==> src/rtl/oexp_pkg.sv <==
package oexp_pkg;
  localparam int DEF_WIDTH = 8;

  typedef enum logic [1:0] {
    ACT_HOLD  = 2'd0,
    ACT_SHIFT = 2'd1,
    ACT_CLEAR = 2'd2
  } chain_act_e;
endpackage

==> src/rtl/oexp_shift_chain.sv <==
module oexp_shift_chain
  import oexp_pkg::*;
#(
  parameter int WIDTH = DEF_WIDTH
) (
  input  logic             clk,
  input  logic             rst,
  input  logic             shift_en,
  input  logic             ser_in,
  output logic [WIDTH-1:0] chain_q
);
  chain_act_e act;

  always_comb begin
    if (rst)           act = ACT_CLEAR;
    else if (shift_en) act = ACT_SHIFT;
    else               act = ACT_HOLD;
  end

  for (genvar i = 0; i < WIDTH; i++) begin : g_stage
    logic nxt;
    if (i == 0) begin : g_head
      assign nxt = ser_in;
    end else begin : g_body
      assign nxt = chain_q[i-1];
    end
    always_ff @(posedge clk) begin
      case (act)
        ACT_CLEAR: chain_q[i] <= 1'b0;
        ACT_SHIFT: chain_q[i] <= nxt;
        default:   chain_q[i] <= chain_q[i];
      endcase
    end
  end

  // one stage advance per enabled edge
  p_shift_r1: assert property (@(posedge clk) disable iff (rst)
    shift_en |=> chain_q == {$past(chain_q[WIDTH-2:0]), $past(ser_in)});
  // idle chain holds
  p_idle_r1: assert property (@(posedge clk) disable iff (rst)
    !shift_en |=> $stable(chain_q));
endmodule

==> src/rtl/oexp_hold_reg.sv <==
module oexp_hold_reg
  import oexp_pkg::*;
#(
  parameter int WIDTH = DEF_WIDTH
) (
  input  logic             clk,
  input  logic             clr,
  input  logic             load,
  input  logic [WIDTH-1:0] d,
  output logic [WIDTH-1:0] q
);
  logic armed = 1'b0;

  always_ff @(posedge clk) begin
    if (clr)       q <= '0;
    else if (load) q <= d;
    if (clr) armed <= 1'b1;
  end

  // no update without a strobe
  p_steady_r3: assert property (@(posedge clk) disable iff (clr)
    armed && !load |=> $stable(q));
  // full-word copy in one edge
  p_copy_r4: assert property (@(posedge clk) disable iff (clr)
    load |=> q == $past(d));
endmodule

==> src/rtl/latched_out_expander.sv <==
module latched_out_expander
  import oexp_pkg::*;
#(
  parameter int WIDTH = DEF_WIDTH
) (
  input  logic             clk,
  input  logic             rst,
  input  logic             ser_in,
  input  logic             shift_en,
  input  logic             load,
  input  logic             out_clr,
  output logic [WIDTH-1:0] par_out,
  output logic             ser_out
);
  localparam int LAST = WIDTH - 1;

  logic [WIDTH-1:0] chain_q;

  oexp_shift_chain #(.WIDTH(WIDTH)) u_chain (
    .clk      (clk),
    .rst      (rst),
    .shift_en (shift_en),
    .ser_in   (ser_in),
    .chain_q  (chain_q)
  );

  oexp_hold_reg #(.WIDTH(WIDTH)) u_hold (
    .clk  (clk),
    .clr  (out_clr),
    .load (load),
    .d    (chain_q),
    .q    (par_out)
  );

  assign ser_out = chain_q[LAST];

  // chain empty right after a clear
  p_clear_r6: assert property (@(posedge clk) disable iff (rst)
    $past(rst) |-> chain_q == '0 && !ser_out);
  // chain clear leaves outputs alone
  p_keep_r7: assert property (@(posedge clk) disable iff (rst)
    $past(rst) && !$past(load) && !$past(out_clr) |-> par_out == $past(par_out));
  // output clear wins over load
  p_oclr_r8: assert property (@(posedge clk) disable iff (rst)
    out_clr |=> par_out == '0);
  // cascade output follows the stage before it
  p_cascade_r9: assert property (@(posedge clk) disable iff (rst)
    shift_en |=> ser_out == $past(chain_q[LAST-1]));
  // simultaneous shift and load capture the pre-shift word
  p_preshift_r5: assert property (@(posedge clk) disable iff (rst)
    shift_en && load && !out_clr |=> par_out == $past(chain_q));
endmodule

==> config.mk <==
export PLATFORM = sky130hd
export DESIGN_NAME = latched_out_expander
export DESIGN_NICKNAME = d
export VERILOG_FILES = /design/src/rtl/oexp_pkg.sv /design/src/rtl/oexp_shift_chain.sv /design/src/rtl/oexp_hold_reg.sv /design/src/rtl/latched_out_expander.sv
export SDC_FILE = /design/constraint.sdc
export NUM_CORES = 1
export LEC_CHECK = 0
export ABC_AREA = 1
export BUFFER_PORTS_ARGS = -buffer_cell sky130_fd_sc_hd__buf_2
export CAP_MARGIN = 20
export CORE_MARGIN = 2
export CORE_UTILIZATION = 44
export CTS_CLUSTER_SIZE = 8
export DETAILED_ROUTE_END_ITERATION = 8
export PLACE_DENSITY = 0.68
export SLEW_MARGIN = 0
export SYNTH_ARGS = -nofsm -noshare
export SYNTH_HDL_FRONTEND = slang
export SYNTH_SLANG_ARGS = --single-unit
==> constraint.sdc <==
create_clock -name clk -period 0.8 [get_ports clk]
set_input_delay 0.08 -clock clk [delete_from_list [all_inputs] [get_ports clk]]
set_output_delay 0.08 -clock clk [all_outputs]
set_load 0.01 [all_outputs]
==> impl_metrics.csv, run 1 <==
group,metric,value,unit
sta,hold_ws,97.8,ps
global_route,grt_start_max_net_pins,17,
clock_tree,clkLatencyLatePin,280,ps
placement,place_inst,98,
route,vias,429,
placement,post_dp_cell_area,696,sq um
worst_setup_path,path_max_fanout,2,
route,drc,0,
clock_tree,h-tree-depth,1,
floorplanning,fp.dieH,41.8,um
floorplanning,die_w,41.8,um
global_route,grt_pass1_wl,1500,um
clock_tree,cts.clk_slew.worst_paths,80,ps
floorplanning,initial_core_util,47.8,%
final_layout,nFillCells,119,
synth,syn_avg_cell_area,8.86,sq um
sta,slew_headroom,82.1,%
sta,hold_violations,0,
final_layout,final_cell_count_no_fill,101,
worst_setup_path,path_buf_inv,1,
power,p_leak,0.377,nW
route,drt_wl_total,874,um
sta,max_freq,1120,MHz
synth,yosysWarnings,0,
power,powerDensity,1960,mW/mm^2
synth,synth-seq-cells,16,
outcome,status,"finished with violations",
synth,ys_types,9,
clock_tree,clock-sinks,16,
worst_setup_path,crit_required,720,ps
sta,fin_ws,-91.8,ps
route,detail_route.vias_per_cell,4.25,
sta,rsz0062_at_grt,"true",
worst_setup_path,r2r-start,"u_chain.g_stage[4].nxt",
worst_setup_path,endpoint_kind,"output port",
route,wl_per_cell,8.65,um
sta,tightest_slew,268,ps
route,dr.pass1.iters,2,
worst_setup_path,path_cells,"buf_2",
clock_tree,numCtsBuffers,3,
synth,ys_seq_area_share,63.6,%
floorplanning,dieArea,0.00175,sq mm
sta,finClkSkew,1.22,ps
worst_hold_path,hold_start,"ser_in",
worst_setup_path,max_stage_delay,390,ps
worst_setup_path,worstSetupStartpointType,"register",
worst_hold_path,min_to,"u_chain.g_stage[1].nxt",
synth,syn-cell-area,629,sq um
sta,drv_slew,0,
worst_setup_path,crit_arrival,810,ps
global_route,grt_pass1_vias,364,
placement,globalplace.congestion,0.743,
clock_tree,tritoncts,"done",
worst_setup_path,worstRegToRegCells,2,
sta,finalCriticalPeriod,892,ps
sta,period_share,111,%
global_route,antenna_found_initial,0,
synth,syn_nets,77,
worst_setup_path,crit_type,"reg2out",
route,drt_iter0_drc,2,
clock_tree,cts_max_path_buffers,2,
worst_hold_path,min_path_cells,3,
placement,io_buffers,14,
worst_setup_path,slowest_stage,"edfxtp_1",
final_layout,finalCoreUtilization,59.1,%
placement,pre_cts_slack,-49.6,ps
outcome,violations,"negative setup slack",
floorplanning,io_pins,15,
power,peakVddDrop,0.000911,V
flow_run,maxCapViolations,0,
clock_tree,cts_hold_buf,0,
synth,netlist_instances,71,
worst_setup_path,cpLargestDelayFamily,"flip-flops",
worst_setup_path,r2r-end,"u_chain.g_stage[5].nxt",
global_route,grt_overflow,0,
final_layout,area_growth,23.7,%
final_layout,final_cell_mix,"nor2_1, nand2_1, inv_1",
clock_tree,cts-root-buf,"clkbuf_4",
worst_hold_path,hold_class,"in2reg",
placement,dp_hpwl,604,um
floorplanning,core_area,0.00132,sq mm
final_layout,final_common_cell,"nor2_1",
final_layout,drive_above_1_share,32.6,%
route,detail-route-antenna-nets,0,
final_layout,final_area,778,sq um
final_layout,fin_nets,94,
final_layout,diodes,0,
worst_setup_path,startpoint,"u_chain.chain_q[7]",
sta,setup_viol,1,
worst_setup_path,ff2ff_setup_slack,50,ps
floorplanning,rows,13,
global_route,grt_usage,12.0,%
## cell families (layout without fill, tap and decap cells)
group                  Yosys count  after routing  synth area share [%]
buffers and inverters           13             28                  10.1
flip-flops                      16             16                  63.6
AND/OR/NAND/NOR                 42             42                  26.2
## synthesized netlist by cell type
cell	count	area [sq um]
or2_2	1	6.26
nor2_2	1	6.26
inv_1	11	41.3
buf_6	2	22.5
nand2_1	16	60.1
dfxtp_1	8	160
nand2_2	1	6.26
edfxtp_1	8	240
nor2_1	23	86.3
## area by class of cell
cell class                 count  area [sq um]  share of cell area, %
clock buffer                   3          22.5                   2.89
inverter                      11          41.3                   5.31
sequential                    16           410                   52.7
multi-input combinational     42           165                   21.2
tap                           15          18.8                   2.41
timing repair buffer          14           120                   15.4
## sequential cells by signal (all words and copies together) (netlist names)
name / cells
u_hold.q: 8
u_chain.g_stage.nxt: 7
u_chain.chain_q: 1
## layer usage
| layer | routed length [um] | part of all wire [%] | global-route usage [%] | vias up |
|---|---|---|---|---|
| li1 | - | - | - | 239 |
| met1 | 421 | 48 | 13.6 | 176 |
| met2 | 378 | 43 | 17.2 | 12 |
| met3 | 54 | 6.2 | 3.91 | 2 |
| met4 | 21 | 2.4 | 11.6 | 0 |
| met5 | 0 | 0 | 0 | - |
## timing repair
item                       CTS  global route
buffers inserted             0             0
setup endpoints to repair    9             9
gates resized for setup     16             0
hold endpoints to repair     0             0
## power breakdown
group	total [mW]	internal, mW	switching (mW)
Combinational	0.186	0.0889	0.0971
Sequential	0.940	0.918	0.0226
Clock	0.403	0.174	0.228
Total	1.53	1.18	0.348
## how the worst max path moves through the flow
stage,end,depth (start not counted)
2_1_floorplan,u_chain.g_stage[7].nxt,2
3_3_place_gp,u_chain.g_stage[4].nxt,2
3_5_place_dp,u_chain.g_stage[3].nxt,2
4_1_cts,ser_out,1
5_1_grt,ser_out,1
6_report,ser_out,1
## through the flow
step	setup TNS (ps)	power [mW]
2_1_floorplan	0	1.06
3_3_place_gp	-261	1.10
3_5_place_dp	-396	1.11
4_1_cts	-145	1.55
5_1_grt	-311	1.60
6_report	-91.8	1.53
Power figures use the tool's default switching activity.
==> inputs of run 2 (changes only) <==
Settings changed: CORE_UTILIZATION 44 to 45, SYNTH_HIERARCHICAL from default to 1.
==> run 2 against run 1 <==
Compared with the run above: the flow still finishes with violations (negative setup slack); cell area up 4.8%; non-clock buffer count grew 1; register-to-register slack hardly changed; sequential power is 1% higher; sequential share of layout area is 2.4 points lower; worst setup slack about the same; area after synthesis is 13% higher; clock power is 2% lower; critical path depth did not move; critical endpoint unchanged.
==> impl_metrics.csv, run 2 <==
group,metric,value,unit
final_layout,nFillCells,139,
final_layout,drive_above_1_share,30.9,%
final_layout,final_area,816,sq um
worst_setup_path,slowest_stage,"edfxtp_1",
sta,finalCriticalPeriod,892,ps
synth,netlist_instances,85,
floorplanning,rows,14,
floorplanning,initial_core_util,47.7,%
final_layout,area_growth,14.8,%
route,detail-route-antenna-nets,0,
sta,max_freq,1120,MHz
sta,hold_violations,0,
synth,synth_top_area_share,33.8,%
sta,tightest_slew,335,ps
clock_tree,clkLatencyLatePin,270,ps
sta,setup_viol,1,
placement,dp_hpwl,659,um
synth,synth-edff-count,8,
worst_setup_path,path_buf_inv,1,
route,dr.pass1.iters,2,
worst_setup_path,worstSetupStartpointType,"register",
final_layout,diodes,0,
route,detail_route.vias_per_cell,4.10,
worst_hold_path,hold_class,"in2reg",
synth,yosys_most_used_dff,"edfxtp_1",
global_route,grt_pass1_wl,1500,um
worst_setup_path,path_cells,"buf_2",
placement,post_dp_cell_area,726,sq um
floorplanning,io_pins,15,
final_layout,final_common_cell,"nor2_1",
route,wl_per_cell,8.65,um
clock_tree,cts.clk_slew.worst_paths,90,ps
final_layout,largest_reg_flops,8,
final_layout,top_register,"u_hold/q",
synth,ys_seq_area_share,56.3,%
clock_tree,cts-root-buf,"clkbuf_4",
worst_setup_path,cpLargestDelayFamily,"flip-flops",
placement,io_buffers,14,
sta,rsz0062_at_grt,"true",
route,drc,0,
synth,syn_avg_cell_area,8.36,sq um
synth,syn_nets,91,
outcome,violations,"negative setup slack",
worst_setup_path,crit_arrival,810,ps
route,vias,451,
final_layout,seqCellArea,410,sq um
sta,period_share,111,%
synth,synth-seq-cells,16,
power,p_leak,0.401,nW
floorplanning,die_w,43.7,um
synth,syn-cell-area,711,sq um
power,peakVddDrop,0.000787,V
placement,globalplace.congestion,0.662,
floorplanning,fp.dieH,43.7,um
worst_setup_path,crit_required,720,ps
sta,slew_headroom,77.7,%
power,total_power,1.54,mW
outcome,status,"finished with violations",
final_layout,final_cell_mix,"nor2_1, inv_1, nand2_1",
synth,yosysTopAreaCell,"edfxtp_1",
route,drt_wl_total,952,um
clock_tree,clock-sinks,16,
global_route,grt_overflow,0,
clock_tree,tritoncts,"done",
global_route,grt_pass1_vias,352,
worst_setup_path,path_max_fanout,2,
floorplanning,core_area,0.00149,sq mm
worst_setup_path,crit_type,"reg2out",
worst_setup_path,max_stage_delay,390,ps
synth,ys_top_cells_by_count,"nor2_1, inv_1, nand2_1",
final_layout,multi_input_area,168,sq um
clock_tree,cts_max_path_buffers,2,
final_layout,finalCoreUtilization,54.8,%
synth,async_flop_share,0,%
sta,drv_slew,0,
global_route,antenna_found_initial,0,
synth,synth.most_common_cell,"nor2_1",
synth,yosysWarnings,6,
clock_tree,cts_hold_buf,0,
synth,ys_top_cells_by_area,"edfxtp_1, dfxtp_1, nor2_1",
flow_run,maxCapViolations,0,
floorplanning,dieArea,0.00191,sq mm
global_route,grt_usage,10.7,%
final_layout,fin_nets,102,
clock_tree,h-tree-depth,1,
clock_tree,numCtsBuffers,3,
sta,finClkSkew,2.74,ps
sta,fin_ws,-91.9,ps
power,powerDensity,1880,mW/mm^2
synth,ys_types,10,
global_route,grt_start_max_net_pins,17,
route,drt_iter0_drc,11,
worst_setup_path,endpoint_kind,"output port",
[run 2: changes by cell type after synthesis, sizes merged]
| cell | previous run | this run |
|---|---|---|
| buf | 2 | 9 |
| inv | 11 | 18 |
[run 2: where the power goes]
group	switching [mW]	internal (mW)
Sequential	0.0300	0.919
Combinational	0.0986	0.0951
Clock	0.221	0.174
[run 2: path summary, 6_finish.rpt]
check                          from                     end  slack (ps)  cells past startpoint
max reg2reg  u_chain/g_stage[5].nxt  u_chain/g_stage[6].nxt          50                      2
max              u_chain/chain_q[7]                 ser_out         -90                      1
min                          ser_in  u_chain/g_stage[1].nxt         110                      3
min reg2reg             u_hold/q[3]             u_hold/q[3]         480                      2
[run 2: metrics by stage]
stage / std cells / setup TNS (ps) / hold slack (ps) / setup slack [ps]
CTS: 110 / -114 / 101 / -103
floorplan: 85 / 0 / 288 / 35.3
global route: 110 / -327 / 125 / -132
global placement: 106 / -162 / 374 / -20.3
detailed placement: 106 / -309 / 389 / -38.7
finish: 110 / -91.9 / 114 / -91.9
[run 2: worst register-to-register path, stage by stage, from the launching register on]
cell and delay, ps:
edfxtp_1 400, inv_1 70, nor2_1 40
[run 2: cell type report]
type,instances,share of cell area [%]
Clock buffer,3,2.76
Inverter,18,8.28
Multi-Input combinational cell,42,20.6
Sequential cell,16,50.3
Tap cell,16,2.45
Timing Repair Buffer,15,15.6
[run 2: what timing repair did]
item	in CTS	in global routing
gates resized for setup	16	0
setup endpoints to repair	9	9
setup buffers	1	0
[run 2: per-layer routing]
metal | up-vias | track usage (%) | wire length (um)
li1 | 255 | - | -
met1 | 183 | 15.5 | 465
met2 | 11 | 14.7 | 430
met3 | 2 | 2.50 | 50
met5 | - | 0 | 0
met4 | 0 | 5.45 | 6
[run 2: logic make-up after synthesis]
family,synth area share [%]
AND/OR/NAND/NOR,23.6
flip-flops,56.3
buffers and inverters,20.1
==> inputs of run 3 (changes only) <==
Settings changed: ABC_AREA 1 to default, CORE_UTILIZATION 45 to 44.
==> run 3 against run 2 <==
Compared with the run above: cell area shrank 3.8%; via count is 18% lower; the flow still finishes with violations (negative setup slack); critical path type unchanged; sequential power fell by 2%; flip-flop and latch count did not move.
==> impl_metrics.csv, run 3 <==
group,metric,value,unit
flow_run,maxCapViolations,0,
synth,yosysTopAreaCell,"edfxtp_1",
synth,syn_avg_cell_area,13.1,sq um
power,powerDensity,1920,mW/mm^2
worst_setup_path,path_max_fanout,2,
worst_setup_path,cpLargestDelayFamily,"flip-flops",
worst_hold_path,min_path_cells,2,
route,wl_per_cell,12.6,um
worst_setup_path,worstSetupStartpointType,"register",
route,drt_iter0_drc,13,
route,detail-route-antenna-nets,0,
power,total_power,1.50,mW
worst_hold_path,min_to,"u_hold/q[1]",
worst_setup_path,crit_arrival,810,ps
worst_setup_path,worstRegToRegCells,1,
worst_setup_path,max_stage_delay,380,ps
outcome,status,"finished with violations",
global_route,grt_pass1_vias,354,
floorplanning,io_pins,15,
worst_setup_path,crit_cells,1,
power,p_leak,0.381,nW
floorplanning,core_area,0.00135,sq mm
sta,max_freq,1120,MHz
synth,synth_top_area_share,36.7,%
synth,syn-cell-area,654,sq um
sta,period_share,111,%
worst_setup_path,slowest_stage,"edfxtp_1",
sta,finClkSkew,5.51,ps
worst_hold_path,hold_start,"out_clr",
synth,synth-edff-count,8,
worst_setup_path,crit_type,"reg2out",
clock_tree,cts_max_path_buffers,2,
clock_tree,clkLatencyLatePin,280,ps
final_layout,largest_reg_flops,8,
global_route,antenna_found_initial,0,
global_route,grt_overflow,0,
route,vias,372,
synth,synth-seq-cells,16,
sta,rsz0062_at_grt,"true",
worst_setup_path,ff2ff_setup_slack,-30,ps
worst_setup_path,endpoint_kind,"output port",
route,drt_wl_total,973,um
sta,hold_ws,68.4,ps
sta,drv_slew,0,
synth,async_flop_share,0,%
clock_tree,cts_hold_buf,0,
final_layout,area_growth,19.9,%
sta,slew_headroom,77.1,%
synth,yosys_most_used_dff,"edfxtp_1",
synth,ys_seq_area_share,61.2,%
route,drc,0,
final_layout,drive_above_1_share,45.2,%
placement,io_buffers,14,
placement,pre_cts_slack,-44.6,ps
floorplanning,fp.dieH,42.6,um
global_route,grt_usage,13.4,%
synth,yosysWarnings,6,
placement,globalplace.congestion,0.715,
worst_setup_path,path_buf_inv,1,
global_route,grt_start_max_net_pins,10,
clock_tree,cts-root-buf,"clkbuf_4",
worst_setup_path,r2r-end,"u_chain/g_stage[5].nxt",
floorplanning,dieArea,0.00181,sq mm
sta,tightest_slew,344,ps
outcome,violations,"negative setup slack",
worst_hold_path,hold_class,"in2reg",
final_layout,diodes,0,
synth,netlist_instances,50,
power,peakVddDrop,0.00104,V
clock_tree,numCtsBuffers,3,
clock_tree,cts.clk_slew.worst_paths,90,ps
worst_setup_path,crit_required,720,ps
synth,ys_types,9,
final_layout,multi_input_area,186,sq um
synth,ys_top_cells_by_area,"edfxtp_1, dfxtp_1, mux2i_1",
floorplanning,die_w,42.6,um
final_layout,seqCellArea,410,sq um
sta,hold_violations,0,
floorplanning,rows,13,
sta,fin_setup_tns,-209,ps
sta,setup_viol,12,
worst_setup_path,path_cells,"buf_2",
floorplanning,initial_core_util,48.5,%
route,dr.pass1.iters,4,
worst_setup_path,r2r-start,"u_chain/g_stage[4].nxt",
synth,ys_top_cells_by_count,"and3b_1, dfxtp_1, edfxtp_1, mux2i_1, nor2_1",
sta,finalCriticalPeriod,891,ps
clock_tree,tritoncts,"done",
final_layout,fin_nets,69,
sta,fin_ws,-90.5,ps
final_layout,finalCoreUtilization,58.1,%
clock_tree,clock-sinks,16,
final_layout,nFillCells,119,
final_layout,top_register,"u_hold/q",
clock_tree,h-tree-depth,1,
synth,syn_nets,56,
global_route,grt_pass1_wl,1600,um
route,detail_route.vias_per_cell,4.83,
## run 3: cell count changes after synthesis, sizes merged
| cell | before | now |
|---|---|---|
| nand2 | 17 | 0 |
| and3b | 0 | 8 |
| inv | 18 | 0 |
| nor2 | 24 | 8 |
| mux2i | 0 | 8 |
## run 3: kinds of logic (layout without fill, tap and decap cells)
group / after synthesis / after routing / synth area share (%)
muxes: 8 / 8 / 12.2
DFF: 16 / 16 / 61.2
buffers and inverters: 9 / 21 / 10.3
and+or+nand+nor: 17 / 17 / 16.3
## run 3: how the worst max path moves through the flow
stage,from,to,slack [ps]
after floorplan,u_chain/g_stage[7].nxt,u_chain/chain_q[7],20
after global placement,shift_en,u_chain/g_stage[3].nxt,-30
after detailed placement,shift_en,u_chain/g_stage[3].nxt,-40
after CTS,u_chain/chain_q[7],ser_out,-110
after global routing,u_chain/chain_q[7],ser_out,-150
final,u_chain/chain_q[7],ser_out,-90
## run 3: metal layers
| metal | global-route usage, % | share of wire (%) | wire length, um |
|---|---|---|---|
| met5 | 0 | 0 | 0 |
| met4 | 13.1 | 1.2 | 12 |
| met3 | 5.17 | 4.7 | 46 |
| met2 | 17.2 | 42 | 407 |
| met1 | 16.5 | 52 | 506 |
## run 3: through the flow
step	instance area, sq um	cells
after floorplan	654	50
after global placement	691	72
after detailed placement	691	72
after CTS	785	77
after global routing	785	77
final	785	77
## run 3: cell type report
type,instances,share of cell area [%]
clock inverter,1,0.478
sequential,16,52.3
clock buffer,3,2.87
timing repair buffer,17,18.2
multi-input combinational,25,23.8
tap,15,2.39
## run 3: repair_timing
action                                  4_1_cts  5_1_grt
endpoints found under the setup margin       16       17
pin swaps                                     7        0
setup buffers                                 1        0
resized for setup                            16        0
## run 3: where the power goes
group / internal [mW] / switching (mW) / total, mW
logic: 0.0816 / 0.0654 / 0.147
clock network: 0.181 / 0.244 / 0.425
registers: 0.908 / 0.0237 / 0.932
